--- src/rtl/mbox_pkg.sv ---
package mbox_pkg;

    typedef logic [31:0] word_t;

    typedef struct packed {
        word_t hi;
        word_t lo;
    } entry_t;

    typedef struct packed {
        logic lo_wr;
        logic hi_wr;
        logic lo_rd;
        logic hi_rd;
    } access_t;

endpackage

--- src/rtl/mbox_decode.sv ---
module mbox_decode #(
    parameter int unsigned          ADDR_W  = 8,
    parameter logic [ADDR_W-1:0]    LO_ADDR = 8'h10
) (
    input  logic [ADDR_W-1:0]   addr,
    input  logic                wr_en,
    input  logic                rd_en,
    output mbox_pkg::access_t   acc
);
    localparam logic [ADDR_W-1:0] HI_ADDR = LO_ADDR + ADDR_W'(4);

    logic hit_lo;
    logic hit_hi;

    always_comb begin
        hit_lo    = (addr == LO_ADDR);
        hit_hi    = (addr == HI_ADDR);
        acc.lo_wr = wr_en & hit_lo;
        acc.hi_wr = wr_en & hit_hi;
        acc.lo_rd = rd_en & hit_lo;
        acc.hi_rd = rd_en & hit_hi;
    end

endmodule

--- src/rtl/mbox_stage.sv ---
module mbox_stage (
    input  logic            clk,
    input  logic            rst_n,
    input  logic            load,
    input  mbox_pkg::word_t din,
    output mbox_pkg::word_t hold
);
    mbox_pkg::word_t hold_d, hold_q;

    always_comb begin
        hold_d = hold_q;
        if (load) hold_d = din;
    end

    always_ff @(posedge clk) begin
        if (!rst_n) hold_q <= '0;
        else        hold_q <= hold_d;
    end

    assign hold = hold_q;

endmodule

--- src/rtl/mbox_ring.sv ---
module mbox_ring #(
    parameter int unsigned DEPTH = 16
) (
    input  logic             clk,
    input  logic             rst_n,
    input  logic             push,
    input  mbox_pkg::entry_t push_data,
    input  logic             pop,
    input  logic             seen_clr,
    output mbox_pkg::entry_t head,
    output logic             not_empty,
    output logic             full,
    output logic             full_seen
);
    import mbox_pkg::*;

    localparam int unsigned AW = $clog2(DEPTH);
    localparam int unsigned PW = AW + 1;

    typedef struct packed {
        logic [PW-1:0] wp;
        logic [PW-1:0] rp;
        logic          seen;
    } ctl_t;

    ctl_t               ctl_d, ctl_q;
    entry_t [DEPTH-1:0] slot_d, slot_q;
    logic   [DEPTH-1:0] slot_we;

    logic empty_now, full_now, full_next;
    logic push_ok, pop_ok;

    always_comb begin
        empty_now = (ctl_q.wp == ctl_q.rp);
        full_now  = (ctl_q.wp[AW] != ctl_q.rp[AW]) &&
                    (ctl_q.wp[AW-1:0] == ctl_q.rp[AW-1:0]);
        push_ok   = push & ~full_now;
        pop_ok    = pop & ~empty_now;
    end

    for (genvar i = 0; i < DEPTH; i++) begin : g_we
        assign slot_we[i] = push_ok && (ctl_q.wp[AW-1:0] == AW'(i));
    end

    always_comb begin
        ctl_d = ctl_q;
        if (push_ok) ctl_d.wp = ctl_q.wp + PW'(1);
        if (pop_ok)  ctl_d.rp = ctl_q.rp + PW'(1);
        full_next  = (ctl_d.wp[AW] != ctl_d.rp[AW]) &&
                     (ctl_d.wp[AW-1:0] == ctl_d.rp[AW-1:0]);
        ctl_d.seen = full_next | (ctl_q.seen & ~seen_clr);

        slot_d = slot_q;
        for (int k = 0; k < DEPTH; k++) begin
            if (slot_we[k]) slot_d[k] = push_data;
        end
    end

    always_ff @(posedge clk) begin
        if (!rst_n) begin
            ctl_q  <= '0;
            slot_q <= '0;
        end else begin
            ctl_q  <= ctl_d;
            slot_q <= slot_d;
        end
    end

    assign head      = slot_q[ctl_q.rp[AW-1:0]];
    assign not_empty = ~empty_now;
    assign full      = full_now;
    assign full_seen = ctl_q.seen;

endmodule

--- src/rtl/mbox_fifo64.sv ---
module mbox_fifo64 #(
    parameter int unsigned          DEPTH   = 16,
    parameter int unsigned          ADDR_W  = 8,
    parameter logic [ADDR_W-1:0]    LO_ADDR = 8'h10
) (
    input  logic              clk,
    input  logic              rst_n,
    input  logic [ADDR_W-1:0] addr,
    input  logic              wr_en,
    input  logic [31:0]       wdata,
    input  logic              rd_en,
    output logic [31:0]       rdata,
    input  logic              full_seen_clr,
    output logic              mb_pending,
    output logic              mb_full,
    output logic              mb_full_seen
);
    import mbox_pkg::*;

    access_t acc;
    word_t   hold;
    entry_t  head;
    entry_t  new_entry;

    mbox_decode #(.ADDR_W(ADDR_W), .LO_ADDR(LO_ADDR)) u_dec (
        .addr  (addr),
        .wr_en (wr_en),
        .rd_en (rd_en),
        .acc   (acc)
    );

    mbox_stage u_stage (
        .clk   (clk),
        .rst_n (rst_n),
        .load  (acc.lo_wr),
        .din   (wdata),
        .hold  (hold)
    );

    always_comb begin
        new_entry.hi = wdata;
        new_entry.lo = hold;
    end

    mbox_ring #(.DEPTH(DEPTH)) u_ring (
        .clk       (clk),
        .rst_n     (rst_n),
        .push      (acc.hi_wr),
        .push_data (new_entry),
        .pop       (acc.hi_rd),
        .seen_clr  (full_seen_clr),
        .head      (head),
        .not_empty (mb_pending),
        .full      (mb_full),
        .full_seen (mb_full_seen)
    );

    always_comb begin
        rdata = '0;
        if (mb_pending) begin
            if (acc.lo_rd) rdata = head.lo;
            if (acc.hi_rd) rdata = head.hi;
        end
    end

endmodule

--- config.mk ---
export PLATFORM = sky130hd
export DESIGN_NAME = mbox_fifo64
export DESIGN_NICKNAME = d
export VERILOG_FILES = /design/src/rtl/mbox_pkg.sv /design/src/rtl/mbox_decode.sv /design/src/rtl/mbox_stage.sv /design/src/rtl/mbox_ring.sv /design/src/rtl/mbox_fifo64.sv
export SDC_FILE = /design/constraint.sdc
export NUM_CORES = 2
export LEC_CHECK = 0
export ABC_AREA = 1
export BUFFER_PORTS_ARGS = -buffer_cell sky130_fd_sc_hd__buf_2
export CORE_ASPECT_RATIO = 2
export CORE_MARGIN = 2
export CORE_UTILIZATION = 50
export CTS_CLUSTER_SIZE = 24
export DETAILED_ROUTE_END_ITERATION = 7
export PLACE_DENSITY = 0.68
export SLEW_MARGIN = 40
export SYNTH_ARGS = -nofsm -noshare
export SYNTH_HDL_FRONTEND = slang
export SYNTH_SLANG_ARGS = --single-unit
--- constraint.sdc ---
create_clock -name clk -period 2.2 [get_ports clk]
set_input_delay 0.44 -clock clk [delete_from_list [all_inputs] [get_ports clk]]
set_output_delay 0.44 -clock clk [all_outputs]
set_load 0.05 [all_outputs]
After elaboration in Yosys (flattened, before gate mapping) --
Cells that the tools add are included.
Cells by class: eq/ne operators 22, reductions and logical operators 19, $add $sub $neg 2, multiplexer cells 7, bitwise gates (word level) 11, magnitude comparators 1
Operators with widths (count):
- $bmux 64 s4 | 1
- $mux 32 | 3
- $mux 64 | 1
- $eq 4x4->1 const B | 8
- $logic_and 1x1->1 | 18
- $eq 4x3->1 const B | 4
- $eq 8x5->1 const B | 2
- $add 5x1->5 const B | 2
- $mux 5 | 2
- $eq 4x2->1 const B | 2
- $eq 4x4->1 | 2
- $and 1x1->1 | 7
- $eq 5x5->1 | 1
- $lt 4x5->1 const B | 1
- $eq 4x1->1 const B | 1
- $logic_not 4->1 | 1
- $not 1->1 | 3
- $ne 1x1->1 | 2
- $or 1x1->1 | 1
Storage, ports and cells: flip-flop bits (word level) 1067

Longest topological paths before layout --
depth after elaboration 8, mapped depth 16, mapped depth without buffers 14

By module --
A second synthesis with hierarchy kept.
Unflattened totals: cells, all modules 6567, area total of the unflattened synthesis 47603.2 um^2
Modules (own cells, without submodules):
- mbox_ring | instances 1, cells each 6231, seq. area each 20719.9 um^2, area each 45523.7 um^2
- mbox_stage | instances 1, cells each 202, seq. area each 640.6 um^2, area each 1335.0 um^2
- mbox_fifo64 | instances 1, cells each 111, seq. area each 0.0 um^2, area each 655.6 um^2
- mbox_decode | instances 1, cells each 23, seq. area each 0.0 um^2, area each 88.8 um^2

Least setup slack after synthesis --
Ideal clock, no wire load.
kind input to output, start point in addr[7], end point out rdata[17], required time 1.760 ns, cell stages on the path 9, path buffers 2, setup slack -0.860 ns, arrival time 2.620 ns, path through or2_1 nor2_2 and2_1 clkbuf_1 nand2_1 inv_1 nand2_1 clkbuf_1 o21ai_0
On the way: cells in the longest elaborated chain, start to end 5
RTL lines:
- start: declaration | RTL line mbox_fifo64.sv:8 | input logic [ADDR_W-1:0] addr,
- $eq 8x5->1 | RTL line mbox_decode.sv:16 | hit_lo = (addr == LO_ADDR);
- $and 1x1->1 | RTL line mbox_decode.sv:20 | acc.lo_rd = rd_en & hit_lo;
- $mux 32 | RTL line mbox_fifo64.sv:61 | if (acc.lo_rd) rdata = head.lo;
- $mux 32 * | RTL line mbox_fifo64.sv:62 | if (acc.hi_rd) rdata = head.hi;
- $mux 32 * | RTL line mbox_fifo64.sv:60 | if (mb_pending) begin
- end: declaration | RTL line mbox_fifo64.sv:12 | output logic [31:0] rdata,
Mark *: on every way between the ends. The rest lies on a longest branch, timed or not.

Worst setup path after layout --
start point reg u_ring.ctl_q[1] in the netlist's numbering, end point out rdata[31]
On the way: cells in the longest elaborated chain, start to end 5
RTL lines:
- start: declaration | RTL line mbox_ring.sv:26 | ctl_t ctl_d, ctl_q;
- start signal: assignment | RTL line mbox_ring.sv:64 | ctl_q <= ctl_d;
- $bmux 64 s4 | RTL line mbox_ring.sv:69 | assign head = slot_q[ctl_q.rp[AW-1:0]];
- $mux 64 (not written as such) | RTL line mbox_ring.sv:69
- $mux 32 | RTL line mbox_fifo64.sv:61
- $mux 32 | RTL line mbox_fifo64.sv:62
- $mux 32 * | RTL line mbox_fifo64.sv:60
Mark *: on every way between the ends. The rest lies on a longest branch, timed or not. The select of a mux whose other input is x is not followed.

==> impl_results.md <==
* Outcome: complete, but fails checks
* Violated checks: negative setup slack
* CTS buffer count at 94
* CTS root buffer: clkbuf_16
* PwrDens at 662 nW/µm²
* Critical path peak fanout at 8
* Wire length of the first global-routing pass at around 250000 µm
* Synthesized instance count at 6569
* #FFs+latches synth at 1067
* DP Wirelength at 105000 µm
* Leak at 20.7 nW
* Fin area at ~58000 µm²
* Synth Cell Area at between 40000 and 50000 µm²
* # hold bufs at CTS at 0
* Die H at 441 µm
* Routed wire length at 176000 µm
* Layout cells sized above 1 at 14.7%
* CTS Sinks at 1067
* Gpl congestion at 0.906
* Clock latency on the worst-skew pair at 0.71 ns
* Antenna Nets Post-Route at 0
* Period utilization at 147%
* Initial antenna violation count at 11
* Ports at 80
* Post-route DRC at 0
* Setup crit start kind: register
* Synth Net Count at 6619
* Crit path from: u_ring.ctl_q[1]$_SDFF_PN0_
* HP Class: in -> reg
* Worst Hold Depth at 3
* # setup viols final at approximately 1100
* Synthesized area per cell at slightly above 7 µm²
* CTS tree: built
* Synth cell types at 41
* Remaining global-route overflow at 0
* Bufs and invs on worst path at 5
* Hold Vio Cnt, Final at 0
* GRT Total Usage at approximately a third
* Cell Count Post-Placement at around 7600
* Most frequent cells in the layout: a21oi_1, dfxtp_1, inv_1
* Setup CP Type: reg -> out
* Maximum VDD drop at 0.560 mV
* Vias at 46300
* Die Area at 98100 µm²
* Worst Reg2Reg Path Length in Cells at 18
* Non-Filler Instances at 7894
* Commonest non-fill, non-tap cell in the layout: a21oi_1
* Worst-margin pin slew at ~0.83 ns
* Slew HR at 44.7%
* Routed WL per cell at 22.3 µm
* Setup ws final at -1.04 ns
* Critical R2R Launch: u_ring.ctl_q[1]$_SDFF_PN0_
* WP depth at 10
* Post-layout min period at between 3 and 4 ns
* CTS H-tree depth at 3
* Clock tree buffer depth at 3
* CP endpoint kind: output pin
* Largest net degree at the start of global routing at 97
* WP data arrival at 2.80 ns
* Clk slew on worst S/H paths at 0.07 ns
* Max Fclk at 309 MHz
* Final Net Count at 6645
* Worst Path Required at 1.76 ns
* Placed inst area at 51800 µm²
* Detailed Routing Iterations Pass 1 at 8
* Sequential fraction of the synthesis area at 44.7%
* P&R area growth vs syn at 21.4%
* Rows at 160
* Worst path cell trace: buf_12 -> clkbuf_16 -> buf_4 -> buf_4 -> a21oi_1 -> o21ai_0 -> o21ai_0 -> nand2_1 -> a41o_4 -> buf_12
* Max Cap Violations at 0
* I/O Buffers at a little under 80
* Die width at about 220 µm
* Starting Density at between 50% and 60%
* Number of global-route vias before repair at 42400
* Hold Path Origin: wdata[19]
* First DRT Iteration DRCs at 4573
* Core Box Area at 94900 µm²
* Fin Clk Skew at 0.0202 ns
* CP top delay family: buffers and inverters
* CP max stage cell: dfxtp_4
* Yosys warning count at 0
* Slowest stage delay, CP at 0.42 ns
* RSZ-0062 raised after global routing: yes
* Pins over their slew limit at 0
* DR vias/cell at between 5 and 6
## timing repair
action	CTS	global route
pin swaps	18	40
gates cloned	4	32
gates resized for setup	184	258
buffers inserted	16	30
setup endpoints to repair	376	1059
endpoints found under the hold margin	0	0
## final timing paths
kind              slack (ns)                              end
hold reg to reg         0.44  u_ring.slot_q[281]$_SDFFE_PN0P_
setup / recovery       -1.04                        rdata[31]
hold / removal          0.13  u_ring.slot_q[499]$_SDFFE_PN0P_
setup reg to reg       -0.51  u_ring.slot_q[749]$_SDFFE_PN0P_
## registers in the layout, indices dropped and copies added (netlist names)
name and count:
u_ring.slot_q 1024, u_ring.full_seen 1, u_ring.ctl_q 10, u_stage.hold 32
## report_power, final
part / switching [mW] / leakage [nW] / total [mW] / internal, mW
Sequential: 0.00824 / 8.59 / 19.3 / 19.3
Clock: 7.81 / 1.63 / 18.0 / 10.2
Combinational: 0.768 / 10.4 / 1.05 / 0.281
## worst min-delay path, stage by stage
cell and delay, ns:
buf_2 0.17, nor2_1 0.12, a211oi_1 0.05
## synthesized netlist by cell type
cell type,count,area [µm²]
nand3_2,2,20.0
o311ai_0,5,43.8
inv_2,10,37.5
nor2_1,414,1550
clkbuf_1,355,1330
buf_1,37,139
o221ai_1,54,473
nand2_1,429,1610
nor2_4,1,11.3
a21oi_1,1298,6500
inv_1,923,3460
dfxtp_1,1067,21400
nand4_1,1,6.26
o21ai_0,760,3800
nand3b_1,2,15.0
xnor2_1,2,17.5
buf_8,1,15.0
o31ai_1,2,15.0
and2_1,1,6.26
o21ai_1,472,2360
nand3_1,199,996
a221oi_1,6,52.6
ha_1,5,62.6
xor2_1,5,43.8
nor3_1,1,5.00
a41o_1,24,240
a311oi_1,6,52.6
clkinv_2,1,5.00
nand2_2,9,56.3
a21boi_0,7,52.6
buf_6,62,698
buf_2,149,746
nand2_4,2,22.5
or2_1,1,6.26
and3_1,1,6.26
a211oi_1,194,1460
nor2_2,4,25.0
nor2_8,2,40.0
buf_4,30,225
a31oi_1,24,150
nand3_4,1,17.5
## kinds of logic after synthesis
logic type | count (synthesis) | synth area share [%]
buffers and inverters | 1568 | 14.0
xor gates and xnor gates | 7 | 0.128
AOI/OAI and AO/OA | 2852 | 31.8
and+or+nand+nor | 1070 | 9.21
adders and majority gates | 5 | 0.131
DFF | 1067 | 44.7
## layout make-up
type / instances / area (µm²)
inverter: 934 / 3550
sequential: 1067 / 21400
clock buffer: 140 / 2890
fill: 8325 / 36900
multi-input combinational: 3934 / 21300
clock inverter: 33 / 432
antenna: 7 / 17.5
tap: 1215 / 1520
timing repair inverter: 1 / 8.76
timing repair buffer: 563 / 6830
## stage by stage
| step | util [%] | hold slack [ns] | TNS [ns] | setup WS (ns) | total power, mW |
|---|---|---|---|---|---|
| floorplan | - | 0.420 | -0.870 | -0.0525 | 20.4 |
| global placement | 54.5 | 0.426 | -169.89 | -0.649 | 20.8 |
| detailed placement | 54.5 | 0.430 | -172.37 | -0.596 | 20.8 |
| CTS | 59.1 | 0.0843 | -193.12 | -1.02 | 38.5 |
| global route | 61.1 | 0.115 | -427.29 | -1.08 | 39.3 |
| finish | 61.1 | 0.132 | -330.08 | -1.04 | 38.3 |
## per-layer routing
metal / GRT usage [%] / wire length, µm
met5: 0 / 15
met3: 4.47 / 11900
met1: 36.5 / 63600
met4: 25.1 / 15400
met2: 56.9 / 84800
Power figures use the tool's default switching activity.
